[src/rtl/dma_seq_pkg.sv]
package dma_seq_pkg;
  // strobes from control to address datapath
  typedef struct packed {
    logic load;       // copy bases into address registers
    logic stepElem;   // add selected element step
    logic stepFrame;  // add selected frame step
    logic wrap;       // circular buffer return to bases
  } dpCmd_t;
endpackage

[src/rtl/dma_seq_dp.sv]
module dma_seq_dp
  import dma_seq_pkg::*;
#(
  parameter int AW = 16
) (
  input  logic          clk,
  input  logic          rstN,
  input  dpCmd_t        cmdI,
  input  logic [AW-1:0] srcBaseI,
  input  logic [AW-1:0] dstBaseI,
  input  logic [AW-1:0] elemIdx0I,
  input  logic [AW-1:0] elemIdx1I,
  input  logic [AW-1:0] frameIdx0I,
  input  logic [AW-1:0] frameIdx1I,
  input  logic          srcSelI,
  input  logic          dstSelI,
  output logic [AW-1:0] srcAddrO,
  output logic [AW-1:0] dstAddrO
);
  localparam int SIDES = 2;

  logic [AW-1:0] baseArr [SIDES];
  logic [AW-1:0] addrArr [SIDES];
  logic          selArr  [SIDES];

  assign baseArr[0] = srcBaseI;
  assign baseArr[1] = dstBaseI;
  assign selArr[0]  = srcSelI;
  assign selArr[1]  = dstSelI;

  for (genvar s = 0; s < SIDES; s++) begin : g_side
    logic [AW-1:0] eStep, fStep;
    assign eStep = selArr[s] ? elemIdx1I  : elemIdx0I;
    assign fStep = selArr[s] ? frameIdx1I : frameIdx0I;
    always_ff @(posedge clk) begin
      if (!rstN)                          addrArr[s] <= '0;
      else if (cmdI.load || cmdI.wrap)    addrArr[s] <= baseArr[s];
      else if (cmdI.stepFrame)            addrArr[s] <= addrArr[s] + fStep;
      else if (cmdI.stepElem)             addrArr[s] <= addrArr[s] + eStep;
    end
  end

  assign srcAddrO = addrArr[0];
  assign dstAddrO = addrArr[1];


  addr_hold_chk: assert property (@(posedge clk) disable iff (!rstN)
    !(cmdI.load || cmdI.wrap || cmdI.stepFrame || cmdI.stepElem)
      |=> ($stable(srcAddrO) && $stable(dstAddrO)));
endmodule

[src/rtl/dma_seq_ctrl.sv]
module dma_seq_ctrl
  import dma_seq_pkg::*;
#(
  parameter int ECW = 16,
  parameter int FCW = 8
) (
  input  logic           clk,
  input  logic           rstN,
  input  logic           startI,
  input  logic           enableI,
  input  logic           ackI,
  input  logic [ECW-1:0] elemCntI,
  input  logic [FCW-1:0] frameCntI,
  input  logic           dblWordI,
  input  logic           abuModeI,
  input  logic           intEnI,
  input  logic           intModeI,
  output dpCmd_t         cmdO,
  output logic           reqO,
  output logic           hiHalfO,
  output logic           doneO,
  output logic           irqO
);
  localparam logic [ECW-1:0] ONE_E = ECW'(1);
  localparam logic [FCW-1:0] ONE_F = FCW'(1);

  logic           active, beat, doneQ, irqQ;
  logic [ECW-1:0] pos, elemLast, halfPt;
  logic [FCW-1:0] framesLeft;

  logic [ECW-1:0] effCnt, posNext;
  logic           beatAck, firstHalf, elemEnd, isLast, blockEnd, irqNext;

  assign effCnt    = (elemCntI == '0) ? ONE_E : elemCntI;
  assign posNext   = pos + ONE_E;
  assign beatAck   = active && ackI && enableI && !startI;
  assign firstHalf = beatAck && dblWordI && !beat;
  assign elemEnd   = beatAck && !firstHalf;
  assign isLast    = (pos == elemLast);
  assign blockEnd  = elemEnd && isLast && !abuModeI && (framesLeft == ONE_F);

  always_comb begin
    cmdO.load      = enableI && startI;
    cmdO.stepElem  = firstHalf || (elemEnd && !isLast);
    cmdO.stepFrame = elemEnd && isLast && !abuModeI;
    cmdO.wrap      = elemEnd && isLast && abuModeI;
  end

  always_comb begin
    irqNext = 1'b0;
    if (elemEnd && isLast)
      irqNext = abuModeI || (framesLeft == ONE_F) || intModeI;
    else if (elemEnd && abuModeI && intModeI && halfPt != '0 && posNext == halfPt)
      irqNext = 1'b1;
    irqNext = irqNext && intEnI;
  end

  always_ff @(posedge clk) begin
    if (!rstN) begin
      active <= 1'b0; beat <= 1'b0; doneQ <= 1'b0; irqQ <= 1'b0;
      pos <= '0; elemLast <= '0; halfPt <= '0; framesLeft <= '0;
    end else begin
      doneQ <= blockEnd;
      irqQ  <= irqNext;
      if (!enableI) begin
        active <= 1'b0;
      end else if (startI) begin
        active     <= 1'b1;
        beat       <= 1'b0;
        pos        <= '0;
        elemLast   <= effCnt - ONE_E;
        halfPt     <= effCnt >> 1;
        framesLeft <= (frameCntI == '0) ? ONE_F : frameCntI;
      end else if (firstHalf) begin
        beat <= 1'b1;
      end else if (elemEnd) begin
        beat <= 1'b0;
        if (!isLast) pos <= posNext;
        else begin
          pos <= '0;
          if (!abuModeI) begin
            if (framesLeft == ONE_F) active <= 1'b0;
            else framesLeft <= framesLeft - ONE_F;
          end
        end
      end
    end
  end

  assign reqO    = active;
  assign hiHalfO = beat;
  assign doneO   = doneQ;
  assign irqO    = irqQ;


  no_req_after_done_chk: assert property (@(posedge clk) disable iff (!rstN)
    doneO |-> !reqO);

  done_pulse_chk: assert property (@(posedge clk) disable iff (!rstN)
    doneO |=> !doneO);

  irq_gated_chk: assert property (@(posedge clk) disable iff (!rstN)
    !intEnI |=> !irqO);

  hi_half_src_chk: assert property (@(posedge clk) disable iff (!rstN)
    $rose(hiHalfO) |-> $past(dblWordI && ackI));
endmodule

[src/rtl/dma_seq_top.sv]
module dma_seq_top
  import dma_seq_pkg::*;
#(
  parameter int AW  = 16,
  parameter int ECW = 16,
  parameter int FCW = 8
) (
  input  logic           clk,
  input  logic           rstN,
  input  logic           startI,
  input  logic           enableI,
  input  logic           ackI,
  input  logic [AW-1:0]  srcBaseI,
  input  logic [AW-1:0]  dstBaseI,
  input  logic [ECW-1:0] elemCntI,
  input  logic [FCW-1:0] frameCntI,
  input  logic [AW-1:0]  elemIdx0I,
  input  logic [AW-1:0]  elemIdx1I,
  input  logic [AW-1:0]  frameIdx0I,
  input  logic [AW-1:0]  frameIdx1I,
  input  logic           srcSelI,
  input  logic           dstSelI,
  input  logic           dblWordI,
  input  logic           abuModeI,
  input  logic           intEnI,
  input  logic           intModeI,
  output logic [AW-1:0]  srcAddrO,
  output logic [AW-1:0]  dstAddrO,
  output logic           reqO,
  output logic           hiHalfO,
  output logic           doneO,
  output logic           irqO
);
  dpCmd_t cmd;

  dma_seq_ctrl #(.ECW(ECW), .FCW(FCW)) u_ctrl (
    .clk(clk), .rstN(rstN), .startI(startI), .enableI(enableI), .ackI(ackI),
    .elemCntI(elemCntI), .frameCntI(frameCntI), .dblWordI(dblWordI),
    .abuModeI(abuModeI), .intEnI(intEnI), .intModeI(intModeI),
    .cmdO(cmd), .reqO(reqO), .hiHalfO(hiHalfO), .doneO(doneO), .irqO(irqO)
  );

  dma_seq_dp #(.AW(AW)) u_dp (
    .clk(clk), .rstN(rstN), .cmdI(cmd), .srcBaseI(srcBaseI), .dstBaseI(dstBaseI),
    .elemIdx0I(elemIdx0I), .elemIdx1I(elemIdx1I),
    .frameIdx0I(frameIdx0I), .frameIdx1I(frameIdx1I),
    .srcSelI(srcSelI), .dstSelI(dstSelI),
    .srcAddrO(srcAddrO), .dstAddrO(dstAddrO)
  );
endmodule

[config.mk]
export PLATFORM = sky130hd
export DESIGN_NAME = dma_seq_top
export DESIGN_NICKNAME = d
export VERILOG_FILES = /design/src/rtl/dma_seq_pkg.sv /design/src/rtl/dma_seq_dp.sv /design/src/rtl/dma_seq_ctrl.sv /design/src/rtl/dma_seq_top.sv
export SDC_FILE = /design/constraint.sdc
export NUM_CORES = 1
export LEC_CHECK = 0
export ABC_AREA = 1
export BUFFER_PORTS_ARGS = -buffer_cell sky130_fd_sc_hd__buf_2
export CORE_ASPECT_RATIO = 0.8
export CORE_MARGIN = 3
export CORE_UTILIZATION = 58
export DETAILED_ROUTE_END_ITERATION = 7
export GPL_TIMING_DRIVEN = 1
export PLACE_DENSITY_LB_ADDON = 0.2
export RECOVER_POWER = 25
export SLEW_MARGIN = 5
export SYNTH_ARGS = -nofsm -noshare
export SYNTH_HDL_FRONTEND = slang
export SYNTH_SLANG_ARGS = --single-unit
[constraint.sdc]
create_clock -name clk -period 3.75 [get_ports clk]
set_clock_uncertainty 0.1 [all_clocks]
set_input_delay 0.5625 -clock clk [delete_from_list [all_inputs] [get_ports clk]]
set_output_delay 0.5625 -clock clk [all_outputs]
set_load 0.05 [all_outputs]
==> Word-level counts from Yosys, hierarchy flattened <==
Memory sizes are Yosys's and may differ from the RTL's.
Cells that the tools add are included.
{ "word_totals": {"wordCells": 113, "ff_bits": 59, "ramBits": 32, "n_memories": 1} }
{ "memory_table": {"columns": ["name", "words", "width", "read_ports", "rd_clocked_by_memory_dff", "wr", "line_no", "source"], "rows": [
  ["u_dp.addrArr", 2, 16, 2, 0, 2, "dma_seq_dp.sv:23", "logic [AW-1:0] addrArr [SIDES];"]
]} }
{ "classes": {"mux": 46, "n_bitwise": 6, "eq_ne": 6, "n_addsub": 7, "reduce_logical": 39} }
{ "op_table": {"columns": ["cell", "count"], "rows": [
  ["$mux W16", 15],
  ["$add A16 B16 Y16", 4],
  ["$mux W8", 7],
  ["$mux W1", 24],
  ["$logic_and A1 B1 Y1", 17],
  ["$add A16 B1 Y16 const B", 1],
  ["$eq A16 B15 Y1", 1],
  ["$eq A16 B16 Y1", 1],
  ["$logic_not A16 Y1", 1],
  ["$reduce_bool A16 Y1", 1],
  ["$sub A16 B1 Y16 const B", 1],
  ["$eq A8 B1 Y1 const B", 1],
  ["$logic_not A8 Y1", 1],
  ["$sub A8 B1 Y8 const B", 1],
  ["$ne A2 B2 Y1 const B", 3],
  ["$or A1 B1 Y1", 6],
  ["$reduce_and A2 Y1", 3],
  ["$reduce_and A6 Y1", 1],
  ["$reduce_bool A2 Y1", 3],
  ["$logic_not A1 Y1", 5],
  ["$reduce_and A5 Y1", 1],
  ["$logic_or A1 B1 Y1", 4],
  ["$reduce_and A3 Y1", 1],
  ["$reduce_bool A3 Y1", 1]
]} }

==> Longest topological paths before layout <==
Gate-level depths: netlist of run 1.
{ "depth": {"ltp_word": 16, "depth_mapped": 18, "depth_no_buf": 17} }

==> Hierarchy <==
A second synthesis of run 1 with hierarchy kept.
{ "unflattened": {"hier_cells": 1589, "area_unflattened_um2": 9517.9} }
{ "by_module_without_submodules": {"columns": ["module", "n_inst", "seq_area_each_um2", "cells_each", "area_per_inst_um2"], "rows": [
  ["dma_seq_dp", 1, 960.9, 992, 5763.0],
  ["dma_seq_ctrl", 1, 1181.1, 597, 3754.9]
]} }

==> Worst setup path after synthesis of run 1 <==
No wires, ideal clock.
{ "synth_path": {"kind": "in2reg", "startpoint": "input srcSelI", "endpoint": "memory u_dp.addrArr[0][12] (data pin)", "stages": 15, "setup_time_ns": 0.259, "path_slack_ns": 0.575, "n_path_buf": 2, "arrival_time_ns": 2.816, "cell_sequence": "clkbuf_1 > clkbuf_1 > nand2_1 > o21ai_0 > ha_1 > inv_1 > fa_1 > o21ai_0 > a21boi_0 > o21bai_1 > nand3_1 > nand2_1 > nand2_1 > nand3_1 > nand3_1"} }
{ "synth_lines": {"columns": ["element", "line_no", "source"], "rows": [
  ["start: declaration", "dma_seq_top.sv:21", "input logic srcSelI,"],
  ["end: declaration", "dma_seq_dp.sv:23", null]
]} }

==> results of run 1 <==
state kept, by name, summed over array words and instances (netlist names):
signal / cells
u_ctrl.framesLeft: 8
u_dp.addrArr: 32
u_ctrl.halfPt: 15
u_ctrl.irqO: 1
u_ctrl.pos: 16
u_ctrl.doneO: 1
u_ctrl.hiHalfO: 1
u_ctrl.reqO: 1
u_ctrl.elemLast: 16
power by group:
| part | internal, mW | total (mW) | switching (mW) |
|---|---|---|---|
| clock network | 0.566 | 1.01 | 0.443 |
| logic | 0.383 | 1.08 | 0.701 |
| registers | 1.07 | 1.13 | 0.0547 |
final timing paths:
path / slack (ns) / cells past startpoint / to / from
setup reg to reg: 0.74 / 14 / u_dp.addrArr[1][1] / u_ctrl.pos[12]
setup / recovery: 0.69 / 13 / u_dp.addrArr[0][10] / srcSelI
hold reg to reg: 0.40 / 2 / u_ctrl.halfPt[7] / u_ctrl.halfPt[7]
hold / removal: 0.36 / 3 / u_ctrl.irqO / intEnI
synth_stat cells (5+ instances only):
| library cell | instances | area share |
|---|---|---|
| a211oi_1 | 5 | 0.0042 |
| a21o_1 | 6 | 0.0050 |
| a21oi_1 | 102 | 0.057 |
| a21oi_2 | 8 | 0.0078 |
| a31oi_1 | 7 | 0.0049 |
| buf_2 | 8 | 0.0044 |
| clkbuf_1 | 26 | 0.011 |
| dfxtp_1 | 59 | 0.13 |
| edfxtp_1 | 32 | 0.11 |
| ha_1 | 64 | 0.089 |
| inv_1 | 152 | 0.063 |
| inv_2 | 9 | 0.0037 |
| nand2_1 | 376 | 0.16 |
| nand2_2 | 5 | 0.0035 |
| nand3_1 | 97 | 0.054 |
| nand3b_1 | 8 | 0.0067 |
| nand4_1 | 14 | 0.0097 |
| nor2_1 | 101 | 0.042 |
| nor3_1 | 15 | 0.0083 |
| o211ai_1 | 11 | 0.0091 |
| o21ai_0 | 125 | 0.069 |
| o21ai_1 | 17 | 0.0094 |
| o21bai_1 | 6 | 0.0050 |
| xnor2_1 | 21 | 0.020 |
| xor2_1 | 55 | 0.053 |
layout by cell type, fill, tap and decap left out, drive strengths merged, types with 5 or more instances in the layout:
| cell type | Yosys | routed |
|---|---|---|
| nand2 | 384 | 384 |
| inv | 162 | 165 |
| buf | 14 | 146 |
| o21ai | 142 | 142 |
| a21oi | 111 | 111 |
| nor2 | 103 | 103 |
| nand3 | 99 | 99 |
| ha | 64 | 64 |
| dfxtp | 59 | 59 |
| xor2 | 55 | 55 |
| clkbuf | 26 | 40 |
| edfxtp | 32 | 32 |
| xnor2 | 21 | 21 |
| nor3 | 17 | 17 |
| nand4 | 15 | 15 |
| o211ai | 12 | 12 |
| nand3b | 8 | 8 |
| a31oi | 7 | 7 |
| o21bai | 6 | 6 |
| a21o | 6 | 6 |
| a211oi | 5 | 5 |
worst max-delay path: stages:
cell,delay (ns)
buf_2,0.39
nand2_1,0.09
o21ai_0,0.11
ha_1,0.22
inv_1,0.09
fa_1,0.43
o21a_1,0.24
o21ai_0,0.44
nand4_1,0.16
nand2_1,0.12
xor2_1,0.07
nand2_1,0.06
nand3_1,0.07
final cells by class:
type,count,area (µm²),share of cell area
diodes,3,7.51,0.000730
clock buffers,11,254,0.0247
clock inverters,5,63.8,0.00621
inverters,165,624,0.0607
multi-input cells,1094,6070,0.590
flip-flops and latches,91,2140,0.208
well taps,210,263,0.0256
repair buffers,175,860,0.0836
layer usage:
metal	GRT usage	vias to the layer above
met5	0	-
met4	0.0599	0
met3	0.0600	24
met2	0.468	505
met1	0.506	4465
li1	-	4937
cell families after synthesis:
kind of cell / synth area share
AO/OA/AOI/OAI: 0.193
XOR/XNOR: 0.0789
adder cells (fa/ha/maj): 0.0976
buffers and inverters: 0.0906
flip-flops: 0.237
multiplexers: 0.00111
AND/OR/NAND/NOR: 0.301
stage by stage:
stage	area (µm²)	util	hold WS, ns
6_report	10300	0.680	0.361
5_1_grt	10300	0.680	0.371
4_1_cts	10300	0.682	0.353
3_5_place_dp	9990	0.661	0.359
3_3_place_gp	9990	0.661	0.357
2_1_floorplan	9030	-	0.345
==> results.cfg, run 1 <==
[cts]
clkSlewWorstSetupHoldPaths_ns = 0.07
cts_made_buffers = 9
cts_tree = yes
cts.sinks = 91
holdBufCountCts = 0
clk_path_buf_depth = 2
insertion_delay_ns = 0.36
cts_setup_buffers = 0
cts-resized-gates = 0
h-tree-depth = 3
root_buffer = clkbuf_16

[global_route]
grt.overflow.total = 0
grt_usage = 0.324
antenna_found_initial = 3
grt_max_degree = 44
grt_pass1_vias = 8598
grt_first_pass_wirelength_mm = 44.9

[critical_path]
cp-end-kind = register
critical_path_class = input pin to register
start_kind = input pin
worst-path-max-fanout = 32
critPathArrivalTime_ns = 3.06
cp.required_ns = 3.76

[floorplanning]
initial_utilization = 0.597
ios = 167
fp.coreArea_um2 = 15100
die_w_um = 145
rows = 40
dieArea_um2 = 17100
dieHeight_um = 118

[power]
pwr_density_cell_nw_per_um2 = 313
power_mw = 3.22
p_leak_nw = 5.04
ir_drop_mv = 0.227

[yosys]
synth_area_um2 = 9030
ys_seq_elements = 91
synthFlopType = dfxtp_1
synthCells = 1390
ys_seq_area_frac = 0.237
ys_types = 56
syn_avg_cell_area_um2 = 6.49
synthArstFlopShare = 0
synth-edff-count = 32
yosys_warnings = 0
synth_nets = 1589

[cells_and_area]
finalNonFillerCells = 1754
fin_nets = 1735
fill_cells = 1425
areaGrowthSynthToFinish_pct = 13.9
drive_gt1_frac = 0.131

[placement]
dpl.hpwl_mm = 23.3
place_ws_ns = 0.443
gp_congestion = 1.00
numPortBuffers = 166
dp.cells = 1735

[route]
dr.pass1.iters = 8
vias_per_cell = 5.66
wirelength_mm = 29.1
wl_met2_mm = 12.2
vias = 9931
m1WireLength_mm = 13.3
top_layer = met4
ant_nets = 0
drtIter0Drc = 1099
wl_met3_mm = 3.28
drc_errors = 0
wl_per_cell_um = 16.6

[sta]
timing.fmax_mhz = 327
setup_tns_ns = 0
drv_slew = 43
relSlewSlack = -0.147
post-route-period-util = 0.815
setup_viol = 0
rsz0062_at_grt = false
worstMarginPinSlew_ns = 1.72
period_needed_ns = 3.06
finalHoldViolCount = 0
setup_slack_ns = 0.692

[run_status]
violations = max-capacitance violations, max-slew violations
status = finished, violations left

[job]
cap_violations = 1

[min_path]
hold_path.class = input pin to register
No activity file was read; power rests on OpenSTA's default activity.
==> inputs of run 2 (changes only) <==
- ABC_AREA: 1 -> 0
- CORE_UTILIZATION: 58 -> 57
- clock period: 3.75 -> 3.16 ns (I/O delays scaled with it)
==> run 2 against run 1 <==
Against the previous run:
- the run still ends with max-capacitance violations, max-slew violations left
- design area up 0.83%
- core utilization up 6.4 points
- first-iteration DRC count down 35%
- wire length down 15%
- total power up 17%
- count of clock-buffer cells in the layout down 1
- sequential share of layout area down 0.17 points
- via count down 14%
- largest cell class unchanged
- highest routed layer unchanged
==> results.cfg, run 2 <==
[critical_path]
regToRegSetupSlack_ns = 0.15
start_kind = input pin
crit_path_end = u_dp.addrArr[1][12]
worst-path-max-fanout = 15
rr_worst_depth = 9
r2r_start = u_ctrl.pos[8]
timing.rr.end = u_dp.addrArr[1][2]
cp.required_ns = 3.15
critical_path_class = input pin to register
cp-end-kind = register
critPathLaunch = dstSelI
critPathArrivalTime_ns = 3.08

[placement]
placed_cell_area_um2 = 10000
place_ws_ns = -0.281
gp_congestion = 0.956
numPortBuffers = 166
dpl.hpwl_mm = 19.2

[power]
seqPwrFrac = 0.354
p_leak_nw = 4.69
internal-power_mw = 2.44
power_mw = 3.77
pwr-share-clk = 0.280
pwr_density_cell_nw_per_um2 = 363
p_switching_mw = 1.32
combPwrFrac = 0.365
switching_share = 0.351
ir_drop_mv = 0.277

[global_route]
grt_first_pass_wirelength_mm = 38.8
grt_pass1_vias = 7779
antenna_found_initial = 0
grt_max_degree = 54
grt.overflow.total = 0
grt_usage = 0.297

[yosys]
synth_nets = 1176
ys_seq_elements = 91
synth-edff-count = 32
synth_area_leader_cell = dfxtp_1
synth_area_leaders = dfxtp_1 14%, edfxtp_1 11%, ha_1 9.6%, mux2_2 7.5%, xnor2_1 5.2%
synthArstFlopShare = 0
synth_area_um2 = 8370
ys_seq_area_frac = 0.256
synthFlopType = dfxtp_1
ys_types = 75
synthCells = 977
synth_most_common_cell = nand2_1
synthTopCellsByCount = 102 x nand2_1, 67 x o21ai_0, 64 x ha_1
syn_avg_cell_area_um2 = 8.56
synth_top_area_share = 0.141
yosys_warnings = 0

[route]
dr.pass1.iters = 7
wl_per_cell_um = 17.9
vias = 8538
vias_per_cell = 6.15
drc_errors = 0
ant_nets = 0
wirelength_mm = 24.9
drtIter0Drc = 717

[floorplanning]
rows = 38
fp.coreArea_um2 = 13900
dieArea_um2 = 16200
die_w_um = 141
initial_utilization = 0.601
dieHeight_um = 114
ios = 167

[cts]
insertion_delay_ns = 0.36
clkSlewWorstSetupHoldPaths_ns = 0.07
cts_tree = yes
root_buffer = clkbuf_16
clk_path_buf_depth = 2
cts.sinks = 91
holdBufCountCts = 0
h-tree-depth = 3
cts_made_buffers = 9

[sta]
drv_slew = 52
setup_tns_ns = 0
timing.fmax_mhz = 324
post-route-period-util = 0.978
period_needed_ns = 3.09
setup_viol = 0
finalHoldViolCount = 0
setup_slack_ns = 0.0691
worstMarginPinSlew_ns = 1.99
relSlewSlack = -0.327

[cells_and_area]
fill_cells = 1048
regArea_um2 = 2140
diodes = 0
final_cell_mix = 157 x buf_2, 102 x nand2_1, 89 x buf_4, 63 x nor2_1, 63 x ha_1
largest_register = u_dp.addrArr
multi_input_comb_area_um2 = 6070
reg_top3 = u_dp.addrArr x32, u_ctrl.elemLast x16, u_ctrl.pos x16
fin_area_um2 = 10400
areaGrowthSynthToFinish_pct = 23.9
largest_reg_flops = 32
drive_gt1_frac = 0.294
final_common_cell = buf_2
fin_nets = 1402

[run_status]
status = finished, violations left
violations = max-capacitance violations, max-slew violations

[job]
cap_violations = 1

[min_path]
hold_path.class = input pin to register
## run 2: changes by cell type after synthesis, sizes merged, moves of 40 or more
| cell | before | now |
|---|---|---|
| mux2 | 0 | 56 |
| nand3 | 99 | 20 |
| o21ai | 142 | 70 |
| inv | 162 | 23 |
| nor2 | 103 | 63 |
| a21oi | 111 | 46 |
| nand2 | 384 | 102 |
## run 2: power groups by stage
stage / Combinational, mW / Sequential [mW] / Clock, mW
2_1_floorplan: 0.805 / 1.43 / 0
3_3_place_gp: 1.30 / 1.36 / 0
3_5_place_dp: 1.33 / 1.36 / 0
4_1_cts: 1.34 / 1.33 / 1.07
5_1_grt: 1.50 / 1.34 / 1.12
6_report: 1.38 / 1.33 / 1.06
## run 2: final cells by class
cell class	count	share of cell area
Clock buffer	10	0.0221
Clock inverter	6	0.00459
Inverter	23	0.00833
Multi-Input combinational cell	817	0.585
Sequential cell	91	0.207
Tap cell	180	0.0217
Timing Repair Buffer	261	0.151
## run 2: worst min path at each step
| stage | from | to | slack (ns) | cells past startpoint |
|---|---|---|---|---|
| finish | intEnI | u_ctrl.irqO | 0.25 | 3 |
| global route | intEnI | u_ctrl.irqO | 0.28 | 3 |
| CTS | intEnI | u_ctrl.irqO | 0.25 | 3 |
| detailed placement | u_ctrl.elemLast[0] | u_ctrl.elemLast[0] | 0.38 | 2 |
| global placement | u_ctrl.elemLast[0] | u_ctrl.elemLast[0] | 0.37 | 2 |
| floorplan | u_ctrl.elemLast[15] | u_ctrl.elemLast[15] | 0.35 | 2 |
## run 2: what timing repair did
item	4_1_cts	5_1_grt
resized for setup	0	18
setup endpoints to repair	0	11
setup buffers	0	3
## run 2: kinds of logic after synthesis
logic type | synth area share
muxes | 0.0885
and+or+nand+nor | 0.193
DFF | 0.256
buffers and inverters | 0.0338
adders and majority gates | 0.105
xor gates and xnor gates | 0.102
AOI/OAI and AO/OA | 0.222
## run 2: critical path: stages
cell and delay (ns):
buf_2 0.10, buf_12 0.15, mux2_2 0.35, ha_2 0.20, inv_1 0.07, fa_2 0.21
nor2b_2 0.05, o31ai_2 0.22, buf_4 0.17, a211o_1 0.13, nand3_2 0.11, o41ai_4 0.40
buf_4 0.17, xnor2_1 0.05, a21oi_1 0.13, o21ai_0 0.09
## run 2: per-stage QoR
step                hold WS (ns)  std cells  utilization
finish                     0.251       1388        0.744
floorplan                  0.353        977            -
global placement           0.373       1369        0.719
CTS                        0.252       1385        0.739
detailed placement         0.381       1369        0.719
global route               0.277       1388        0.744
## run 2: routing by layer
layer	GRT usage	part of all wire
met5	0	0
met4	0.0876	0.021
met3	0.0618	0.092
met2	0.439	0.42
met1	0.437	0.46
